`src/rtl/uart_regfront_pkg.sv`:
```
package uart_regfront_pkg;

   localparam logic [1:0] IDX_DATA = 2'd0;
   localparam logic [1:0] IDX_STAT = 2'd1;
   localparam logic [1:0] IDX_CTRL = 2'd2;
   localparam logic [1:0] IDX_SCAL = 2'd3;

   localparam int unsigned PRESENT_BIT = 31;
   localparam int unsigned CNT_FIELD_W = 6;

   typedef struct packed {
      logic rxf_ie;
      logic txf_ie;
      logic loop_en;
      logic flow_en;
      logic par_en;
      logic par_odd;
      logic tx_ie;
      logic rx_ie;
      logic tx_en;
      logic rx_en;
   } ctrl_t;

   function automatic ctrl_t ctrl_unpack(input logic [31:0] w);
      ctrl_t c;
      c.rx_en   = w[0];
      c.tx_en   = w[1];
      c.rx_ie   = w[2];
      c.tx_ie   = w[3];
      c.par_odd = w[4];
      c.par_en  = w[5];
      c.flow_en = w[6];
      c.loop_en = w[7];
      c.txf_ie  = w[9];
      c.rxf_ie  = w[10];
      return c;
   endfunction

   function automatic logic [31:0] ctrl_pack(input ctrl_t c);
      logic [31:0] w;
      w      = '0;
      w[0]   = c.rx_en;
      w[1]   = c.tx_en;
      w[2]   = c.rx_ie;
      w[3]   = c.tx_ie;
      w[4]   = c.par_odd;
      w[5]   = c.par_en;
      w[6]   = c.flow_en;
      w[7]   = c.loop_en;
      w[9]   = c.txf_ie;
      w[10]  = c.rxf_ie;
      return w;
   endfunction

endpackage

```
`src/rtl/uart_rf_fifo.sv`:
```
module uart_rf_fifo #(
   parameter int unsigned WIDTH = 8,
   parameter int unsigned DEPTH = 8
) (
   input  logic                           clk,
   input  logic                           rst_n,
   input  logic                           push,
   input  logic [WIDTH-1:0]               din,
   input  logic                           pop,
   output logic [WIDTH-1:0]               dout,
   output logic [$clog2(DEPTH+1)-1:0]     count,
   output logic                           full,
   output logic                           empty
);
   localparam int unsigned PTR_W = (DEPTH > 1) ? $clog2(DEPTH) : 1;
   localparam int unsigned CNT_W = $clog2(DEPTH+1);

   logic [WIDTH-1:0] mem [DEPTH];
   logic [PTR_W-1:0] wr_ptr, rd_ptr, wr_nxt, rd_nxt;
   logic [CNT_W-1:0] cnt_q;
   logic             do_push, do_pop;

   assign empty   = (cnt_q == '0);
   assign full    = (cnt_q == CNT_W'(DEPTH));
   assign do_pop  = pop & ~empty;
   assign do_push = push & (~full | do_pop);

   // pointer wrap: free on a power of two, explicit compare otherwise
   if ((DEPTH & (DEPTH - 1)) == 0) begin : g_pow2
      assign wr_nxt = wr_ptr + 1'b1;
      assign rd_nxt = rd_ptr + 1'b1;
   end else begin : g_wrap
      assign wr_nxt = (wr_ptr == PTR_W'(DEPTH-1)) ? '0 : wr_ptr + 1'b1;
      assign rd_nxt = (rd_ptr == PTR_W'(DEPTH-1)) ? '0 : rd_ptr + 1'b1;
   end

   always_ff @(posedge clk) begin
      if (!rst_n) begin
         wr_ptr <= '0;
         rd_ptr <= '0;
         cnt_q  <= '0;
      end else begin
         if (do_push) wr_ptr <= wr_nxt;
         if (do_pop)  rd_ptr <= rd_nxt;
         case ({do_push, do_pop})
            2'b10:   cnt_q <= cnt_q + 1'b1;
            2'b01:   cnt_q <= cnt_q - 1'b1;
            default: cnt_q <= cnt_q;
         endcase
      end
   end

   always_ff @(posedge clk) begin
      if (do_push) mem[wr_ptr] <= din;
   end

   assign dout  = mem[rd_ptr];
   assign count = cnt_q;

endmodule

```
`src/rtl/uart_rf_irq.sv`:
```
module uart_rf_irq #(
   parameter int unsigned DEPTH = 8,
   parameter int unsigned CNT_W = 4
) (
   input  logic             clk,
   input  logic             rst_n,
   input  logic             rx_ie,
   input  logic             tx_ie,
   input  logic             txf_ie,
   input  logic             rxf_ie,
   input  logic [CNT_W-1:0] tx_cnt,
   input  logic [CNT_W-1:0] rx_cnt,
   output logic             irq
);
   localparam int unsigned HALF = DEPTH / 2;

   logic tx_busy_q;
   logic tx_drained;

   always_ff @(posedge clk) begin
      if (!rst_n) tx_busy_q <= 1'b0;
      else        tx_busy_q <= (tx_cnt != '0);
   end

   assign tx_drained = tx_busy_q & (tx_cnt == '0);

   assign irq = (rx_ie  & (rx_cnt != '0))
              | (tx_ie  & tx_drained)
              | (txf_ie & (tx_cnt <= CNT_W'(HALF)))
              | (rxf_ie & (rx_cnt >= CNT_W'(HALF)));

endmodule

```
`src/rtl/uart_regfront.sv`:
```
module uart_regfront
   import uart_regfront_pkg::*;
#(
   parameter int unsigned DEPTH    = 8,
   parameter int unsigned SCALER_W = 12,
   parameter int unsigned ADDR_W   = 4
) (
   input  logic                clk,
   input  logic                rst_n,
   input  logic                bus_sel,
   input  logic                bus_wr,
   input  logic [ADDR_W-1:0]   bus_addr,
   input  logic [31:0]         bus_wdata,
   output logic [31:0]         bus_rdata,
   output logic                irq_o,
   output logic                tx_valid_o,
   output logic [7:0]          tx_byte_o,
   input  logic                tx_ready_i,
   input  logic                tx_idle_i,
   input  logic                rx_valid_i,
   input  logic [7:0]          rx_byte_i,
   input  logic                rx_par_err_i,
   input  logic                rx_frm_err_i,
   input  logic                rx_brk_i,
   output logic                par_en_o,
   output logic                par_odd_o,
   output logic                flow_en_o,
   output logic                loop_en_o,
   output logic [SCALER_W-1:0] scaler_o
);
   localparam int unsigned CNT_W = $clog2(DEPTH+1);
   localparam int unsigned HALF  = DEPTH / 2;

   if (DEPTH < 2 || DEPTH > 63) begin : g_bad_depth
      $error("uart_regfront: DEPTH must lie in 2..63 to fit the count fields");
   end
   if (SCALER_W < 1 || SCALER_W > 20) begin : g_bad_scaler
      $error("uart_regfront: SCALER_W must lie in 1..20");
   end
   if (ADDR_W < 4) begin : g_bad_addr
      $error("uart_regfront: ADDR_W must be at least 4");
   end

   ctrl_t               ctrl_q;
   logic [SCALER_W-1:0] scaler_q;
   logic [3:0]          err_q;      // {framing, parity, overrun, break}
   logic [3:0]          err_set;

   logic [1:0]       idx;
   logic             rd_fire, wr_fire, stat_wr;
   logic             tx_push, tx_pop, rx_take, rx_pop;
   logic [7:0]       tx_head, rx_head;
   logic [CNT_W-1:0] tx_cnt, rx_cnt;
   logic             tx_full, tx_empty, rx_full, rx_empty;
   logic [31:0]      stat_w;
   logic             unused_bits;

   assign idx     = bus_addr[3:2];
   assign rd_fire = bus_sel & ~bus_wr;
   assign wr_fire = bus_sel &  bus_wr;
   assign stat_wr = wr_fire & (idx == IDX_STAT);
   assign tx_push = wr_fire & (idx == IDX_DATA);
   assign rx_pop  = rd_fire & (idx == IDX_DATA);
   assign rx_take = rx_valid_i & ctrl_q.rx_en;
   assign tx_valid_o = ctrl_q.tx_en & ~tx_empty;
   assign tx_pop     = tx_valid_o & tx_ready_i;
   assign tx_byte_o  = tx_head;
   assign unused_bits = ^{bus_addr, bus_wdata};

   uart_rf_fifo #(.WIDTH(8), .DEPTH(DEPTH)) u_txq (
      .clk(clk), .rst_n(rst_n), .push(tx_push), .din(bus_wdata[7:0]),
      .pop(tx_pop), .dout(tx_head), .count(tx_cnt),
      .full(tx_full), .empty(tx_empty)
   );

   uart_rf_fifo #(.WIDTH(8), .DEPTH(DEPTH)) u_rxq (
      .clk(clk), .rst_n(rst_n), .push(rx_take), .din(rx_byte_i),
      .pop(rx_pop), .dout(rx_head), .count(rx_cnt),
      .full(rx_full), .empty(rx_empty)
   );

   uart_rf_irq #(.DEPTH(DEPTH), .CNT_W(CNT_W)) u_irq (
      .clk(clk), .rst_n(rst_n),
      .rx_ie(ctrl_q.rx_ie), .tx_ie(ctrl_q.tx_ie),
      .txf_ie(ctrl_q.txf_ie), .rxf_ie(ctrl_q.rxf_ie),
      .tx_cnt(tx_cnt), .rx_cnt(rx_cnt), .irq(irq_o)
   );

   assign err_set = {rx_take & rx_frm_err_i,
                     rx_take & rx_par_err_i,
                     rx_take & rx_full & ~rx_pop,
                     rx_take & rx_brk_i};

   always_ff @(posedge clk) begin
      if (!rst_n) begin
         ctrl_q   <= '0;
         scaler_q <= '0;
         err_q    <= '0;
      end else begin
         if (wr_fire && idx == IDX_CTRL) ctrl_q   <= ctrl_unpack(bus_wdata);
         if (wr_fire && idx == IDX_SCAL) scaler_q <= bus_wdata[SCALER_W-1:0];
         err_q <= (stat_wr ? 4'b0 : err_q) | err_set;
      end
   end

   always_comb begin
      stat_w        = '0;
      stat_w[0]     = ~rx_empty;
      stat_w[1]     = tx_empty & tx_idle_i;
      stat_w[2]     = tx_empty;
      stat_w[6:3]   = err_q;
      stat_w[7]     = (tx_cnt >= CNT_W'(HALF));
      stat_w[8]     = (rx_cnt >= CNT_W'(HALF));
      stat_w[9]     = tx_full;
      stat_w[10]    = rx_full;
      stat_w[25:20] = CNT_FIELD_W'(tx_cnt);
      stat_w[31:26] = CNT_FIELD_W'(rx_cnt);
   end

   always_comb begin
      bus_rdata = '0;
      if (rd_fire) begin
         case (idx)
            IDX_DATA: bus_rdata[7:0] = rx_empty ? 8'h00 : rx_head;
            IDX_STAT: bus_rdata = stat_w;
            IDX_CTRL: bus_rdata = ctrl_pack(ctrl_q) | (32'h1 << PRESENT_BIT);
            default:  bus_rdata[SCALER_W-1:0] = scaler_q;
         endcase
      end
   end

   assign par_en_o  = ctrl_q.par_en;
   assign par_odd_o = ctrl_q.par_odd;
   assign flow_en_o = ctrl_q.flow_en;
   assign loop_en_o = ctrl_q.loop_en;
   assign scaler_o  = scaler_q;

endmodule

```
`config.mk`:
```
export PLATFORM = sky130hd
export DESIGN_NAME = uart_regfront
export DESIGN_NICKNAME = d
export VERILOG_FILES = /design/src/rtl/uart_regfront_pkg.sv /design/src/rtl/uart_rf_fifo.sv /design/src/rtl/uart_rf_irq.sv /design/src/rtl/uart_regfront.sv
export SDC_FILE = /design/constraint.sdc
export NUM_CORES = 1
export LEC_CHECK = 0
export ABC_AREA = 1
export BUFFER_PORTS_ARGS = -buffer_cell sky130_fd_sc_hd__clkbuf_2
export CAP_MARGIN = 15
export CELL_PAD_IN_SITES_DETAIL_PLACEMENT = 1
export CELL_PAD_IN_SITES_GLOBAL_PLACEMENT = 1
export CORE_MARGIN = 2
export CORE_UTILIZATION = 35
export DETAILED_ROUTE_END_ITERATION = 12
export GPL_TIMING_DRIVEN = 0
export HOLD_SLACK_MARGIN = 0.1
export PLACE_DENSITY = 0.66
export SLEW_MARGIN = 10
export SYNTH_ARGS = -nofsm -noshare
export SYNTH_HDL_FRONTEND = slang
export SYNTH_SLANG_ARGS = --single-unit
export TNS_END_PERCENT = 50
```
`constraint.sdc`:
```
create_clock -name clk -period 2.5 [get_ports clk]
set_input_delay 0.375 -clock clk [delete_from_list [all_inputs] [get_ports clk]]
set_output_delay 0.375 -clock clk [all_outputs]
set_load 0.02 [all_outputs]
```
; Yosys cells after proc, flatten, opt, wreduce, memory -nomap -nowiden
; Memory sizes are Yosys's and may differ from the RTL's. A register that Yosys moved wholly into a read port is not among the register bits.
; Cells that the tools add are included.
[op_classes]
n_bitwise = 35
order_cmp = 3
n_mux = 16
add_sub_neg = 8
eq_ne = 9
reduce_logical = 9
[ops]
columns = cell, n
row1 = $pmux W20 S2, 1
row2 = $mux W32, 1
row3 = $pmux W8 S3, 1
row4 = $and A1 B1 Y1, 23
row5 = $pmux W4 S2, 2
row6 = $add A3 B1 Y3 const B, 4
row7 = $mux W3, 4
row8 = $pmux W4 S3, 1
row9 = $add A4 B1 Y4 const B, 2
row10 = $eq A2 B2 Y1 const B, 4
row11 = $eq A4 B4 Y1 const B, 2
row12 = $ge A4 B3 Y1 const B, 2
row13 = $logic_not A4 Y1, 2
row14 = $mux W8, 1
row15 = $reduce_bool A4 Y1, 2
row16 = $sub A4 B1 Y4 const B, 2
row17 = $eq A2 B1 Y1 const B, 3
row18 = $not A1 Y1, 6
row19 = $or A1 B1 Y1, 5
row20 = $le A4 B3 Y1 const B, 1
row21 = $mux W1, 4
row22 = $mux W4, 1
row23 = $or A4 B4 Y4, 1
row24 = $reduce_bool A2 Y1, 2
row25 = other kinds (2), 3
[totals]
reg_bits = 47
ramBits = 128
input_bits = 54
n_memories = 2
elab_cells = 101
out_inout_bits = 58
[mem_list]
columns = name, words, word_bits, read_ports, rd_ports_with_merged_regs, write_ports, line_no
row1 = u_rxq.mem, 8, 8, 1, 1, 1, uart_rf_fifo.sv:18  ; logic [WIDTH-1:0] mem [DEPTH];
row2 = u_txq.mem, 8, 8, 1, 1, 1, uart_rf_fifo.sv:18

; Depth between registers and ports, before layout
[logic_depth]
ltp_word = 9
depth_mapped = 15
ltp_nobuf = 15

; By module
; A second synthesis with hierarchy kept.
[hier_totals]
cells_unflattened = 789
area_unflattened_um2 = 8139.1
[modules_own_cells]
columns = module, cells_per_inst, seq_area_each_um2, n_inst, area_per_inst_um2
row1 = uart_rf_fifo (u_txq), 259, 2182.1, 1, 3219.3
row2 = uart_rf_fifo (u_rxq), 261, 2182.1, 1, 3209.3
row3 = uart_regfront, 248, 520.5, 1, 1602.8
row4 = uart_rf_irq, 21, 20.0, 1, 107.6

; Least setup slack after synthesis
; No wires, ideal clock.
[synth_timing]
kind = register -> register
startpoint = register u_txq.cnt_q[3] (netlist: u_txq.count[3])
endpoint = memory u_txq.mem[4][0] (enable)
setup_slack_ns = 0.321
n_path_buf = 1
path_stages_with_launch = 8
required_ns = 2.105
arrival_ns = 1.784
period_less_slack_ns = 2.179
path_cell_list = dfxtp_1 buf_2 nor2_2 nand2_2 nand3_2 nand4_1 nand2_2 nor4_1
[synth_between]
elab_chain_cells = 9
[synth_lines]
columns = element, line_no
row1 = from (decl), uart_rf_fifo.sv:20  ; logic [CNT_W-1:0] cnt_q;
row2 = from (signal assigned), uart_rf_fifo.sv:46  ; 2'b10: cnt_q <= cnt_q + 1'b1;
row3 = from (signal assigned), uart_rf_fifo.sv:47  ; 2'b01: cnt_q <= cnt_q - 1'b1;
row4 = from (signal assigned), uart_rf_fifo.sv:48  ; default: cnt_q <= cnt_q;
row5 = $logic_not A4 Y1, uart_rf_fifo.sv:23  ; assign empty = (cnt_q == '0);
row6 = $not A1 Y1, "uart_rf_fifo.sv:25, uart_regfront.sv:65"
row7 = $and A1 B1 Y1, uart_regfront.sv:65  ; assign tx_valid_o = ctrl_q.tx_en & ~tx_empty;
row8 = $and A1 B1 Y1, uart_regfront.sv:66  ; assign tx_pop = tx_valid_o & tx_ready_i;
row9 = $and A1 B1 Y1, uart_rf_fifo.sv:25  ; assign do_pop = pop & ~empty;
row10 = $or A1 B1 Y1 (*), uart_rf_fifo.sv:26  ; assign do_push = push & (~full | do_pop);
row11 = $and A1 B1 Y1 (*), uart_rf_fifo.sv:26
row12 = $mux W1 (*), uart_rf_fifo.sv:54  ; if (do_push) mem[wr_ptr] <= din;
row13 = $mux W1 (implied by the code) (*), uart_rf_fifo.sv:54
row14 = to (decl), uart_rf_fifo.sv:18
; Mark *: on every way between the ends. The rest lies on a longest branch, timed or not.

==> results.py <==
metrics = {
    "timing": {
        "period_share": 0.983,
        "setup_violations": 0,
        "tightest_slew_ps": 893,
        "clock_skew_ps": 19.9,
        "hold_ws_ps": 168,
        "hold_viol_final": 0,
        "fmax_ghz": 0.407,
        "fin_setup_tns_ps": 0,
        "slew_headroom": 0.401,
        "period_needed_ps": 2460,
        "setup_slack_ps": 43.7,
        "rsz0062_at_grt": "true",
        "maxSlewViolCount": 0,
    },
    "global_routing": {
        "antenna_found_initial": 0,
        "grt_max_degree": 20,
        "grt_pass1_vias": 6212,
        "grt_overflow": 0,
        "grt_usage": 0.199,
        "grt_pass1_wl_um": 35500,
    },
    "synth": {
        "yosys_warnings": 0,
        "synth_top_area_cell": "edfxtp_1",
        "ys_types": 40,
        "syn_area_sq_um": 7790,
        "netlist.area_leader.share": 0.493,
        "ys_ff_latch": 181,
        "syn_inst": 767,
        "yosys-top-cells-area": "edfxtp_1 (49%), dfxtp_1 (14%), nor2_1 (7.0%), o21ai_0 (4.9%), nand2_1 (4.9%)",
        "syn-mean-instance-area_sq_um": 10.2,
        "ys_seq_area_frac": 0.629,
    },
    "floorplan": {
        "die_area_sq_um": 23500,
        "fp.coreArea_sq_um": 21800,
        "start_util": 0.357,
        "die_y_um": 153,
        "io_pins": 112,
        "die_w_um": 153,
        "fp-row-count": 54,
    },
    "finish": {
        "drive_above_1_share": 0.220,
        "syn2layout_area_growth_pct": 20.0,
        "fin_area_sq_um": 9350,
        "post-route-util": 0.428,
        "diodes": 0,
        "fin_cells": 1167,
        "layout.nets": 938,
    },
    "placed_design": {
        "dp_hpwl_um": 15800,
        "place_ws_ps": -190,
        "post_dp_cell_area_sq_um": 8600,
        "dp.cells": 1136,
        "place_congestion": 0.790,
        "io_buffers": 78,
    },
    "route": {
        "dr.pass1.iters": 4,
        "via_per_inst": 5.10,
        "drt_iter0_markers": 336,
        "routed_wl_um": 22800,
        "drc": 0,
        "vias": 5947,
        "drtAntennaViolNets": 0,
        "wl_per_cell_um": 19.5,
    },
    "critical_path": {
        "r2r-start": "u_rxq.count[0]",
        "end_kind": "output port",
        "critPathLaunchType": "flop",
        "crit_fanout": 10,
        "path_class": "flop to output port",
        "arrival_ps": 2080,
        "critPathRequiredTime_ps": 2120,
        "ff2ff_setup_slack_ps": 130,
        "rr_endpoint": "u_rxq.mem[4][2]",
        "worstRegToRegCells": 9,
    },
    "cts": {
        "cts_setup_buffers": 0,
        "clock_tree.buffer_depth": 2,
        "htreeDepth": 4,
        "cts_tree": "done",
        "clk_pin_slew_ps": 70,
        "clock-sinks": 181,
        "clock_latency_ps": 440,
        "cts-root-buf": "clkbuf_16",
        "cts_buffers": 17,
    },
    "power": {
        "finalPower_mw": 6.29,
        "p_leak_nw": 3.59,
        "peakVddDrop_mv": 0.454,
        "powerDensity_nw_per_um2": 672,
    },
    "min_path": {
        "hold_path_end": "scaler_o[11]",
        "holdPathStages": 3,
        "hp-class": "input pin to flop",
        "min-delay-start": "bus_wdata[11]",
    },
    "job": {
        "max-cap-violations": 0,
    },
    "run_status": {
        "status": "finished clean",
    },
}
-- placed cells by master (no fill, tap or decap), types with 3 or more instances in the layout --
master | Yosys | routed
a21oi_1 | 38 | 34
a21oi_2 | 0 | 4
buf_2 | 7 | 6
buf_4 | 12 | 16
clkbuf_1 | 21 | 10
clkbuf_16 | 0 | 17
clkbuf_2 | 0 | 81
clkbuf_8 | 0 | 3
clkinv_8 | 0 | 3
clkinvlp_4 | 0 | 3
conb_1 | 1 | 11
dfxtp_1 | 53 | 52
edfxtp_1 | 128 | 128
ha_1 | 9 | 9
inv_1 | 45 | 43
inv_2 | 5 | 6
inv_6 | 0 | 5
inv_8 | 0 | 4
nand2_1 | 101 | 100
nand2_2 | 6 | 7
nand3_1 | 32 | 32
nand4_1 | 3 | 3
nor2_1 | 145 | 138
nor2_2 | 8 | 14
nor2_4 | 5 | 6
nor3_1 | 12 | 8
nor3_2 | 0 | 3
o211ai_1 | 12 | 12
o21ai_0 | 76 | 76
o32ai_1 | 16 | 16
xor2_1 | 6 | 6
-- report_power, final --
part           switching, mW  leakage (nW)  total (mW)  internal (mW)
combinational          0.224          1.72       0.314         0.0896
sequential            0.0225          1.58        3.25           3.23
clock                   1.29         0.293        2.72           1.44
-- flip-flops by register name, summed over array words and instances (netlist names), 3 cells and up, named ones only --
register	count
ctrl_q	6
err_q	4
scaler_o	12
u_rxq.count	4
u_rxq.mem	64
u_rxq.rd_ptr	3
u_rxq.wr_ptr	3
u_txq.count	4
u_txq.mem	64
u_txq.rd_ptr	3
u_txq.wr_ptr	3
-- cells in the mapped netlist --
cell type	number
inv_2	5
nand3b_1	1
buf_1	1
a21o_1	1
buf_2	7
nand4_1	3
a221oi_1	2
nor3_1	12
nor2_4	5
nor4_1	1
a21oi_1	38
nand2_1	101
ha_1	9
a22oi_1	2
a211oi_1	1
nor2_1	145
or2_4	1
conb_1	1
o211ai_1	12
buf_6	1
nand3_1	32
clkinv_1	2
fa_1	1
edfxtp_1	128
nand2_4	2
dfxtp_1	53
o21ai_0	76
nand2_2	6
nor2_8	1
nand3_2	2
o32ai_1	16
clkbuf_1	21
o21ai_1	1
xnor2_1	2
xor2_1	6
nor2_2	8
buf_4	12
or2_2	1
inv_1	45
a31oi_1	3
-- critical path, cell delays in order, from the launching register on --
cell      delay, ps
dfxtp_1         380
buf_6           190
clkbuf_8        200
o21ai_0         100
o211ai_1        220
nand3_1         150
a21oi_2         220
buf_2           200
-- worst max path at each step --
stage                            to  cells after the start
floorplan           u_txq.mem[4][0]                      7
global placement    u_txq.mem[4][4]                      7
detailed placement  u_rxq.mem[3][0]                     10
CTS                 u_rxq.mem[5][7]                     10
global route         u_rxq.count[2]                     14
finish                 bus_rdata[1]                      7
-- cell families after synthesis --
group / synth area share
adder cells (fa/ha/maj): 0.0170
flip-flops: 0.629
AND/OR/NAND/NOR: 0.179
AO/OA/AOI/OAI: 0.112
XOR/XNOR: 0.00899
buffers and inverters: 0.0531
other: 0.000481
-- what timing repair did --
action | in CTS | in global routing
pin swaps | 1 | 1
hold buffers | 0 | 0
resized for setup | 30 | 23
setup endpoints to repair | 47 | 77
-- final cells by class --
type | instances | area [sq um]
well taps | 280 | 350
fillers | 2489 | 12500
repair buffers | 79 | 409
clock inverters | 15 | 176
clock buffers | 17 | 425
flip-flops and latches | 181 | 4910
multi-input cells | 502 | 2600
plain buffers | 41 | 267
inverters | 52 | 215
-- per-layer routing --
layer	GRT usage	part of all wire	vias up	wire, um
met4	0.0520	0.0086	0	195
li1	-	-	2855	-
met2	0.334	0.49	136	11100
met3	0.0323	0.040	18	907
met1	0.268	0.46	2938	10500
met5	0	0	-	0
Power figures use the tool's default switching activity.
